[src/rtl/fpm_pkg.sv]
package fpm_pkg;

    // Stored mapper state: page-register fields plus reset tracking
    typedef struct packed {
        logic [2:0] sel;       // page select, bits 2..0 of the page register
        logic       a14_live;  // A14 follows the compatibility bit
        logic       a15_live;  // A15 follows the opcode-fetch strobe
        logic       rom_en;    // home-window enable bit
        logic       forced;    // ROM forced on until first page write
        logic       compat;    // captured compatibility bit
    } map_state_t;

    localparam map_state_t MAP_RESET = '{
        sel:      3'b000,
        a14_live: 1'b0,
        a15_live: 1'b0,
        rom_en:   1'b0,
        forced:   1'b1,
        compat:   1'b0
    };

endpackage

[src/rtl/fpm_port_decode.sv]
module fpm_port_decode #(
    parameter int          ADDR_W      = 16,
    parameter logic [7:0]  PAGE_PORT   = 8'hD0,
    parameter logic [15:0] COMPAT_PORT = 16'h7FFD,
    parameter bit          COMPAT_FULL = 1'b1
) (
    input  logic [ADDR_W-1:0] addr_i,
    input  logic              iorq_ni,
    input  logic              wr_ni,
    input  logic              m1_ni,
    output logic              ld_page_o,
    output logic              ld_compat_o
);

    logic io_wr;
    logic compat_hit;

    // A genuine I/O write cycle, not an interrupt acknowledge
    assign io_wr = !iorq_ni && !wr_ni && m1_ni;

    assign ld_page_o = io_wr && (addr_i[7:0] == PAGE_PORT);

    generate
        if (COMPAT_FULL) begin : g_full
            assign compat_hit = (addr_i == COMPAT_PORT[ADDR_W-1:0]);
        end else begin : g_partial
            // Partial decode: A15 low and A1 low
            assign compat_hit = !addr_i[ADDR_W-1] && !addr_i[1];
        end
    endgenerate

    assign ld_compat_o = io_wr && compat_hit;

endmodule

[src/rtl/fpm_page_regs.sv]
module fpm_page_regs
    import fpm_pkg::*;
#(
    parameter int DATA_W     = 8,
    parameter int PAGE_BITS  = 3,
    parameter int LIVE14_BIT = 5,
    parameter int LIVE15_BIT = 6,
    parameter int EN_BIT     = 7,
    parameter int COMPAT_BIT = 4
) (
    input  logic              clk_i,
    input  logic              rst_ni,
    input  logic [DATA_W-1:0] data_i,
    input  logic              ld_page_i,
    input  logic              ld_compat_i,
    output map_state_t        state_o
);

    map_state_t state_d, state_q;

    always_comb begin
        state_d = state_q;
        if (ld_page_i) begin
            state_d.sel      = data_i[PAGE_BITS-1:0];
            state_d.a14_live = data_i[LIVE14_BIT];
            state_d.a15_live = data_i[LIVE15_BIT];
            state_d.rom_en   = data_i[EN_BIT];
            state_d.forced   = 1'b0;
        end
        if (ld_compat_i) begin
            state_d.compat = data_i[COMPAT_BIT];
        end
    end

    always_ff @(posedge clk_i or negedge rst_ni) begin
        if (!rst_ni) state_q <= MAP_RESET;
        else         state_q <= state_d;
    end

    assign state_o = state_q;


    page_load_chk: assert property (@(posedge clk_i) disable iff (!rst_ni)
        ld_page_i |=> (state_q.sel == $past(data_i[PAGE_BITS-1:0])));


    force_release_chk: assert property (@(posedge clk_i) disable iff (!rst_ni)
        $fell(state_q.forced) |-> $past(ld_page_i));


    compat_hold_chk: assert property (@(posedge clk_i) disable iff (!rst_ni)
        !ld_compat_i |=> $stable(state_q.compat));

endmodule

[src/rtl/fpm_addr_mux.sv]
module fpm_addr_mux
    import fpm_pkg::*;
#(
    parameter int ADDR_W    = 16,
    parameter int PAGE_BITS = 3,
    parameter int WIN_LSB   = 14
) (
    input  logic [ADDR_W-1:0]    addr_i,
    input  logic                 mreq_ni,
    input  logic                 m1_ni,
    input  logic                 bank_exp_i,
    input  logic                 sram_claim_i,
    input  map_state_t           state_i,
    output logic [PAGE_BITS-1:0] rom_addr_o,
    output logic                 rom_ce_no
);

    localparam int WIN_W = ADDR_W - WIN_LSB;

    logic [PAGE_BITS-1:0] home_line;
    logic [PAGE_BITS-1:0] exp_line;
    logic                 in_home_win;
    logic                 home_sel;
    logic                 exp_sel;

    generate
        for (genvar i = 0; i < PAGE_BITS; i++) begin : g_line
            if (i == 0) begin : g_a14
                assign home_line[i] = state_i.a14_live ? state_i.compat : state_i.sel[i];
            end else if (i == 1) begin : g_a15
                assign home_line[i] = state_i.a15_live ? m1_ni : state_i.sel[i];
            end else begin : g_upper
                assign home_line[i] = state_i.sel[i];
            end

            if (i < WIN_W) begin : g_cpu
                assign exp_line[i] = addr_i[WIN_LSB+i];
            end else begin : g_tie
                assign exp_line[i] = 1'b1;
            end
        end
    endgenerate

    assign in_home_win = (addr_i[ADDR_W-1:WIN_LSB] == '0);
    assign home_sel    = !bank_exp_i && in_home_win && (state_i.forced || state_i.rom_en);
    assign exp_sel     = bank_exp_i && !sram_claim_i;

    assign rom_addr_o = bank_exp_i ? exp_line : home_line;
    assign rom_ce_no  = !(!mreq_ni && (home_sel || exp_sel));

endmodule

[src/rtl/flash_page_mapper.sv]
module flash_page_mapper
    import fpm_pkg::*;
#(
    parameter int          ADDR_W      = 16,
    parameter int          DATA_W      = 8,
    parameter int          PAGE_BITS   = 3,
    parameter int          WIN_LSB     = 14,
    parameter logic [7:0]  PAGE_PORT   = 8'hD0,
    parameter logic [15:0] COMPAT_PORT = 16'h7FFD
) (
    input  logic                 clk_i,
    input  logic                 rst_ni,
    input  logic [ADDR_W-1:0]    addr_i,
    input  logic [DATA_W-1:0]    data_i,
    input  logic                 iorq_ni,
    input  logic                 wr_ni,
    input  logic                 mreq_ni,
    input  logic                 m1_ni,
    input  logic                 bank_exp_i,
    input  logic                 sram_claim_i,
    output logic [PAGE_BITS-1:0] rom_addr_o,
    output logic                 rom_ce_no
);

    logic       ld_page;
    logic       ld_compat;
    map_state_t state;
    logic       unused_data3;

    assign unused_data3 = data_i[3];

    fpm_port_decode #(
        .ADDR_W      (ADDR_W),
        .PAGE_PORT   (PAGE_PORT),
        .COMPAT_PORT (COMPAT_PORT),
        .COMPAT_FULL (1'b1)
    ) u_decode (
        .addr_i      (addr_i),
        .iorq_ni     (iorq_ni),
        .wr_ni       (wr_ni),
        .m1_ni       (m1_ni),
        .ld_page_o   (ld_page),
        .ld_compat_o (ld_compat)
    );

    fpm_page_regs #(
        .DATA_W    (DATA_W),
        .PAGE_BITS (PAGE_BITS)
    ) u_regs (
        .clk_i       (clk_i),
        .rst_ni      (rst_ni),
        .data_i      (data_i),
        .ld_page_i   (ld_page),
        .ld_compat_i (ld_compat),
        .state_o     (state)
    );

    fpm_addr_mux #(
        .ADDR_W    (ADDR_W),
        .PAGE_BITS (PAGE_BITS),
        .WIN_LSB   (WIN_LSB)
    ) u_mux (
        .addr_i       (addr_i),
        .mreq_ni      (mreq_ni),
        .m1_ni        (m1_ni),
        .bank_exp_i   (bank_exp_i),
        .sram_claim_i (sram_claim_i),
        .state_i      (state),
        .rom_addr_o   (rom_addr_o),
        .rom_ce_no    (rom_ce_no)
    );


    exp_lines_chk: assert property (@(posedge clk_i) disable iff (!rst_ni)
        bank_exp_i |-> (rom_addr_o == {1'b1, addr_i[ADDR_W-1:WIN_LSB]}));


    sram_inhibit_chk: assert property (@(posedge clk_i) disable iff (!rst_ni)
        (bank_exp_i && sram_claim_i) |-> rom_ce_no);


    mreq_idle_chk: assert property (@(posedge clk_i) disable iff (!rst_ni)
        mreq_ni |-> rom_ce_no);


    home_outside_chk: assert property (@(posedge clk_i) disable iff (!rst_ni)
        (!bank_exp_i && (addr_i[ADDR_W-1:WIN_LSB] != '0)) |-> rom_ce_no);

endmodule

[config.mk]
export PLATFORM = sky130hd
export DESIGN_NAME = flash_page_mapper
export DESIGN_NICKNAME = d
export VERILOG_FILES = /design/src/rtl/fpm_pkg.sv /design/src/rtl/fpm_port_decode.sv /design/src/rtl/fpm_page_regs.sv /design/src/rtl/fpm_addr_mux.sv /design/src/rtl/flash_page_mapper.sv
export SDC_FILE = /design/constraint.sdc
export NUM_CORES = 1
export LEC_CHECK = 0
export ABC_AREA = 1
export CORE_MARGIN = 1
export CORE_UTILIZATION = 25
export CTS_CLUSTER_SIZE = 24
export DETAILED_ROUTE_END_ITERATION = 16
export PLACE_DENSITY_LB_ADDON = 0.1
export SYNTH_ARGS = -nofsm -noshare
export SYNTH_HDL_FRONTEND = slang
export SYNTH_SLANG_ARGS = --single-unit
[constraint.sdc]
create_clock -name clk_i -period 1.1 [get_ports clk_i]
set_input_delay 0.22 -clock clk_i [delete_from_list [all_inputs] [get_ports clk_i]]
set_output_delay 0.22 -clock clk_i [all_outputs]
set_load 0.03 [all_outputs]
==> summary by stage, run 1 <==
Run
Max-cap violations in this run came to 0.

Routing
The number of detailed-routing iterations run before antenna repair is 4. The average wire length per cell after detail routing is 9.66 um. The starting DRC count in detailed routing is 17. The final wirelength is 1.49 mm.

The per-cell via count in the routed design is 4.22. The number of vias after detailed routing is 650. The count of unresolved DRC violations after routing is 0. The number of nets with antenna violations after routing is 0.

Placed design
The post-detailed-placement half-perimeter wirelength is 1.08 mm. Buffers placed on the I/O ports in this run total 34. The final weighted congestion in routability-driven placement is 0.725. The area after detailed placement is 943 um2.

Finish
The area growth from synthesis to layout is 109%. Once layout is complete, the utilization of the core stands at 56.4%. The register with the most flip-flops in the layout has 8 of them. The filler cells instantiated in the layout total 186. In the final design database the tool counted 160 nets. The repair_antennas step left the layout with diodes totalling 0. Summing all non-filler instances in the final layout gives an area of 1120 um2. Cells with a size suffix above 1 make up 29.9% of the layout.

Worst setup path
STA puts the critical path data required time at 880 ps. The top fanout value on the critical path is 2. The type of the worst setup path is register to output pin. The worst setup path is launched from a register. The worst register-to-register path ends at u_regs.state_o[1]$_DFFE_PN1P_. The endpoint arrival time on the critical path is 1220 ps. Counting cells, the worst reg-to-reg path comes to 1. In this run the critical register-to-register path is launched from u_regs.state_o[1]$_DFFE_PN1P_.

The kind of end point of the critical path is an output pin. The register-to-register path setup slack is 280 ps.

Global route
The overall track demand over capacity in global routing is 11.9%. The total grt overflow is 0. The first global-routing pass estimated 1.91 mm of wire. The largest net degree at the start of global routing is 11. The via count of the first global-routing pass is 480. The initial antenna violation count is 0.

Clock network
The clock transition at the register clock pins on the worst setup and hold paths after CTS is 60 ps. The maximum count of clock buffers along a single path is 2. The later pin in the worst-skew pair is clocked with a latency of 250 ps.

The total CTS buffers is 3. The H-tree depth reported by CTS is 1. The clock tree from TritonCTS is yes. In this run the clock root is driven by a sky130_fd_sc_hd__clkbuf_4. The clock net sink count is 8.

Status
The checks that failed: setup timing. The run finished, with violations left.

Synthesis
Summing every instance area after synthesis gives 534 um2. After technology mapping, the gate count stands at 79. The post-synthesis net count is 111. The netlist uses 16 different library cells. The synthesized design contains 8 register bits. In this run the mean area of a mapped cell was 6.76 um2. The proportion of synthesized chip area in sequential cells is 37.7%. The Yosys step of the flow raised 0 warnings.

Pwr
The power per cell area is 689 nW/um2. IR analysis of the VDD net gives a maximum drop of 0.000832 V. In this run the static leakage power is 0.000587 uW.

Timing
The headroom to the max-slew limit is 76.3%. The number of failing hold endpoints at the final stage came to 0. The count of final max-slew check failures is 0. Setup violations remaining at the end of the flow were counted as 4.

Based on the critical path, the design can be clocked at up to 696 MHz. After layout, the worst path uses 131% of the clock period. The worst clock skew on the final layout is 0 ps. Across all setup checks in the final design, the least slack found is -336 ps. For the finished layout, the period the worst path requires is 1440 ps. The actual transition at the worst max-transition pin is 355 ps. Setup repair after global routing could not meet its margin everywhere.

Floorplanning
The floorplan step defined a die boundary enclosing 2330 um2. 36 I/O pins were placed. The floorplan step defined a core boundary enclosing 1980 um2. The horizontal die dimension is 48.2 um. The initial cell density of the core is 27.0%. The height of the chip is 48.2 um.

After floorplanning, the core was divided into 16 placement rows.

Hold path
The class of the most critical hold timing path is primary input to asynchronous set/reset pin.
[cell usage in the layout (no fill, tap or decap), drive strengths merged, types with 2 or more instances in the layout]
cell / n
dfrtp: 7
nand3: 8
clkdlybuf4s50: 15
clkdlybuf4s15: 4
dlymetal6s2s: 6
buf: 13
a21oi: 2
nor2: 10
nor3: 2
dlygate4sd2: 4
inv: 11
nand2: 32
clkbuf: 6
[layer usage]
layer	GRT usage [%]	wire, um
met1	16.8	712
met3	4.44	109
met4	1.67	0
met2	17.9	666
met5	0	0
[worst max-delay path by stage]
stage	startpoint	to	slack (ps)
global route	u_regs.state_o[1]$_DFFE_PN1P_	rom_ce_no	-390
finish	u_regs.state_o[1]$_DFFE_PN1P_	rom_ce_no	-340
floorplan	u_regs.state_o[1]$_DFFE_PN1P_	rom_ce_no	-50
detailed placement	bank_exp_i	rom_addr_o[2]	-670
CTS	u_regs.state_o[1]$_DFFE_PN1P_	rom_ce_no	-390
global placement	bank_exp_i	rom_addr_o[2]	-680
[cell usage after synthesis]
| master | instances | area [um2] |
|---|---|---|
| sky130_fd_sc_hd__dfrtp_1 | 7 | 175 |
| sky130_fd_sc_hd__nor3_4 | 2 | 32.5 |
| sky130_fd_sc_hd__o31ai_1 | 1 | 7.51 |
| sky130_fd_sc_hd__nand2_1 | 30 | 113 |
| sky130_fd_sc_hd__a21oi_1 | 2 | 10.0 |
| sky130_fd_sc_hd__inv_1 | 11 | 41.3 |
| sky130_fd_sc_hd__dfstp_2 | 1 | 26.3 |
| sky130_fd_sc_hd__a21boi_0 | 1 | 7.51 |
| sky130_fd_sc_hd__a22oi_1 | 1 | 7.51 |
| sky130_fd_sc_hd__o21ai_0 | 1 | 5.00 |
| sky130_fd_sc_hd__nand2_2 | 1 | 6.26 |
| sky130_fd_sc_hd__nor2_1 | 10 | 37.5 |
| sky130_fd_sc_hd__o211ai_1 | 1 | 7.51 |
| sky130_fd_sc_hd__nand2_4 | 1 | 11.3 |
| sky130_fd_sc_hd__or2_2 | 1 | 6.26 |
| sky130_fd_sc_hd__nand3_1 | 8 | 40.0 |
[repair_timing]
item                                    CTS  global route
setup buffers                             2             4
gates cloned                              0             1
endpoints found under the setup margin   11            12
gates resized for setup                  20            29
hold buffers                              0             0
pin swaps                                 8            16
endpoints found under the hold margin     0             0
[critical path: stages (launching register included)]
cell and delay (ps):
sky130_fd_sc_hd__dfstp_2 550, sky130_fd_sc_hd__nor2_4 50, sky130_fd_sc_hd__o31ai_4 170, sky130_fd_sc_hd__nand2_2 70, sky130_fd_sc_hd__buf_6 140
[final cells by class]
cell class	count	area [um2]	share of cell area [%]
clock buffers	4	26.3	2.35
inverters	11	41.3	3.69
multi-input cells	60	357	31.9
flip-flops and latches	8	201	18.0
well taps	27	33.8	3.02
repair buffers	44	459	41.1
[per-stage QoR]
step                      total power, uW  std cells  hold WS, ps  setup TNS, ps  worst slack (ps)
final                                 771        154          239           -791              -336
after global placement                516        143          453          -3980              -677
after CTS                             755        149          244          -1070              -392
after detailed placement              518        143          451          -4010              -670
after global routing                  816        154          265          -1040              -390
after floorplan                       370         79        -75.6          -47.4             -47.4
[power by group]
group	internal [uW]	switching (uW)	leakage, uW
sequential	298	2.59	0.000108
combinational	140	95.9	0.000464
clock	138	95.4	0.0000150
[kinds of logic (layout without fill, tap and decap cells)]
family          after synthesis  count (layout)  synth area share, %
simple gates                 53              53                 46.1
buf+inv                      11              59                 7.73
flops                         8               8                 37.7
compound gates                7               7                 8.43
No activity file was read; power rests on OpenSTA's default activity.
==> run 2: changes to the inputs <==
Settings changed: SKIP_LAST_GASP from default to 1.
==> summary by stage, run 2 (synthesis gave the netlist of run 1 again) <==
Status
Violations in the final reports: setup timing (unchanged). Outcome: finished, violations left (unchanged).

Global route
The overall track demand over capacity in global routing is 11.9% (unchanged). The layer with the highest usage is met2 (unchanged). The largest net degree at the start of global routing is 11 (unchanged). The total grt overflow came to 0 (unchanged). The fraction of met3 tracks used by global routing was 4.44% (unchanged).

The met2 track utilization from global routing came to 17.9% (unchanged). The global routing met1 resource utilization came to 16.8% (unchanged). The first-pass GRT wire length came to 1.91 mm (unchanged). The via count of the first global-routing pass is 480 (unchanged). The initial antenna violation count is 0 (unchanged).

Timing
Unrepaired setup endpoints after global routing: yes (unchanged). The count of final max-slew check failures is 0 (unchanged). The shortest period the worst path allows is 1440 ps (unchanged). The number of setup violations in the final report is 4 (unchanged). The post-route worst setup slack came to -336 ps (unchanged). The post-route setup TNS is -793 ps (was -791 ps).

The actual transition at the worst max-transition pin is 355 ps (about the same). The achievable frequency is 696 MHz (unchanged). The headroom to the max-slew limit is 76.3% (about the same).

The worst clock skew on the final layout came to 0 ps (unchanged). The final clock period utilization by the worst path is 131% (unchanged). The number of failing hold endpoints at the final stage is 0 (unchanged).

Floorplanning
The number of I/O pins is 36 (unchanged). The initial cell density of the core is 27.0% (unchanged). The row count came to 16 (unchanged). The core footprint came to 1980 um2 (unchanged).

The horizontal die dimension is 48.2 um (unchanged). The area enclosed by the die boundary is 2330 um2 (unchanged). The height of the chip is 48.2 um (unchanged).

Routing
The per-cell via count in the routed design is 4.22 (unchanged). The starting DRC count in detailed routing is 17 (unchanged). The number of nets with antenna violations after routing is 0 (unchanged). The final wirelength was 1.49 mm (about the same). The average wire length per cell after detail routing is 9.67 um (was 9.66 um). The count of unresolved DRC violations after routing came to 0 (unchanged). The number of detailed-routing iterations run before antenna repair is 4 (unchanged). The number of vias after detailed routing was 650 (unchanged).

Finish
The number of inserted diodes is 0 (unchanged). Commonest cells after routing, fill and taps aside: sky130_fd_sc_hd__nand2_1, sky130_fd_sc_hd__clkdlybuf4s50_1, sky130_fd_sc_hd__inv_1 (unchanged). The commonest non-fill, non-tap cell in the layout is sky130_fd_sc_hd__nand2_1 (unchanged). The footprint of the multi-input gates is 354 um2 (was 357 um2). The net total in the final layout was 160 (unchanged). The footprint of the flip-flops and latches is 201 um2 (unchanged).

The proportion of layout cells with a drive suffix above 1 is 29.1% (was 29.9%). The area growth from synthesis to layout is 109% (about the same). The flip-flop count of the largest register after layout is 8 (unchanged).

The number of fillers in the final layout came to 185 (was 186).

Pwr
The largest voltage drop on the vdd net is 0.000832 V (about the same). The reported leakage power is 0.000586 uW (was 0.000587 uW). The total power draw was 771 uW (about the same). The power per cell area is 690 nW/um2 (was 689 nW/um2).

Clock network
The total CTS buffers is 3 (unchanged). The clock tree from TritonCTS is yes (unchanged). The maximum count of clock buffers along a single path came to 2 (unchanged). The H-tree depth reported by CTS is 1 (unchanged).

The root buffer selected by CTS is sky130_fd_sc_hd__clkbuf_4 (unchanged). The clock net sink count came to 8 (unchanged). The cts-stage hold buffer count is 0 (unchanged). The clock latency of the later-clocked register in the worst-skew pair is 250 ps (about the same). The clock transition at the register clock pins on the worst setup and hold paths after CTS is 60 ps (about the same).

Placed design
The post-detailed-placement half-perimeter wirelength was 1.08 mm (unchanged). The final weighted congestion in routability-driven placement is 0.725 (unchanged). The number of input and output port buffers inserted is 34 (unchanged).

Worst setup path
The kind of end point of the critical path was an output pin (unchanged). The kind of launch point of the worst setup path is a register (unchanged). The top fanout value on the critical path is 2 (unchanged).

The endpoint arrival time on the critical path was 1220 ps (about the same). The endpoint required time on the critical path is 880 ps (about the same). The type of the worst setup path was register to output pin (unchanged).

The register-to-register path setup slack is 280 ps (about the same). The number of cell instances on the worst register-to-register path is 1 (unchanged). The end of the worst register-to-register path is u_regs.state_o[1]$_DFFE_PN1P_ (unchanged). The launch point of the worst reg-to-reg path is u_regs.state_o[1]$_DFFE_PN1P_ (unchanged).

Hold path
The class of the most critical hold timing path is primary input to asynchronous set/reset pin (unchanged).

Run
The reported max-cap violation count is 0 (unchanged).
==> run 2: changes by cell type in the layout (fill, tap and decap cells not counted) <==
cell	change
sky130_fd_sc_hd__nand2_1	+1
sky130_fd_sc_hd__nand2_2	-1
==> run 2: routing by layer <==
layer  vias to the layer above  wire [um]
met5                         -          0
met4                         0          0
met3                         0        109
met2                        24        666
met1                       280        714
li1                        346          -
==> run 2: layout make-up <==
cell class                      count  area share (%)
Inverter                           11            3.70
Multi-Input combinational cell     60            31.7
Sequential cell                     8            18.0
Tap cell                           27            3.03
Timing Repair Buffer               44            41.1
Clock buffer                        4            2.35
==> run 2: worst max path at each step <==
stage	startpoint	to	slack, ps	depth (start not counted)
floorplan	u_regs.state_o[1]$_DFFE_PN1P_	rom_ce_no	-50	3
global placement	bank_exp_i	rom_addr_o[2]	-680	3
detailed placement	bank_exp_i	rom_addr_o[2]	-670	3
CTS	u_regs.state_o[1]$_DFFE_PN1P_	rom_ce_no	-390	4
global route	u_regs.state_o[1]$_DFFE_PN1P_	rom_ce_no	-390	4
finish	u_regs.state_o[1]$_DFFE_PN1P_	rom_ce_no	-340	4
==> run 2: worst max-delay path, cell delays in order, from the launching register on <==
cell and delay, ps:
sky130_fd_sc_hd__dfstp_2 550, sky130_fd_sc_hd__nor2_4 50, sky130_fd_sc_hd__o31ai_4 170, sky130_fd_sc_hd__nand2_2 70, sky130_fd_sc_hd__buf_6 140
==> run 2: repair_timing <==
item / 4_1_cts / 5_1_grt
resized for setup: 20 / 28
gates cloned: 0 / 1
pin swaps: 8 / 16
endpoints found under the setup margin: 11 / 12
buffers inserted: 2 / 4
==> run 2: report_power, final <==
group | internal, uW | switching (uW) | leakage, uW
clock | 138 | 95.4 | 0.0000150
sequential | 298 | 2.50 | 0.000108
combinational | 140 | 95.8 | 0.000464
==> run 2: metrics by stage <==
stage | worst slack, ps | instances | area, um2 | hold WS [ps] | util (%)
floorplan | -47.4 | 79 | 542 | -75.6 | -
global placement | -677 | 143 | 943 | 453 | 47.6
detailed placement | -670 | 143 | 943 | 451 | 47.6
CTS | -392 | 149 | 1000 | 244 | 50.4
global route | -390 | 154 | 1120 | 265 | 56.3
finish | -336 | 154 | 1120 | 239 | 56.3
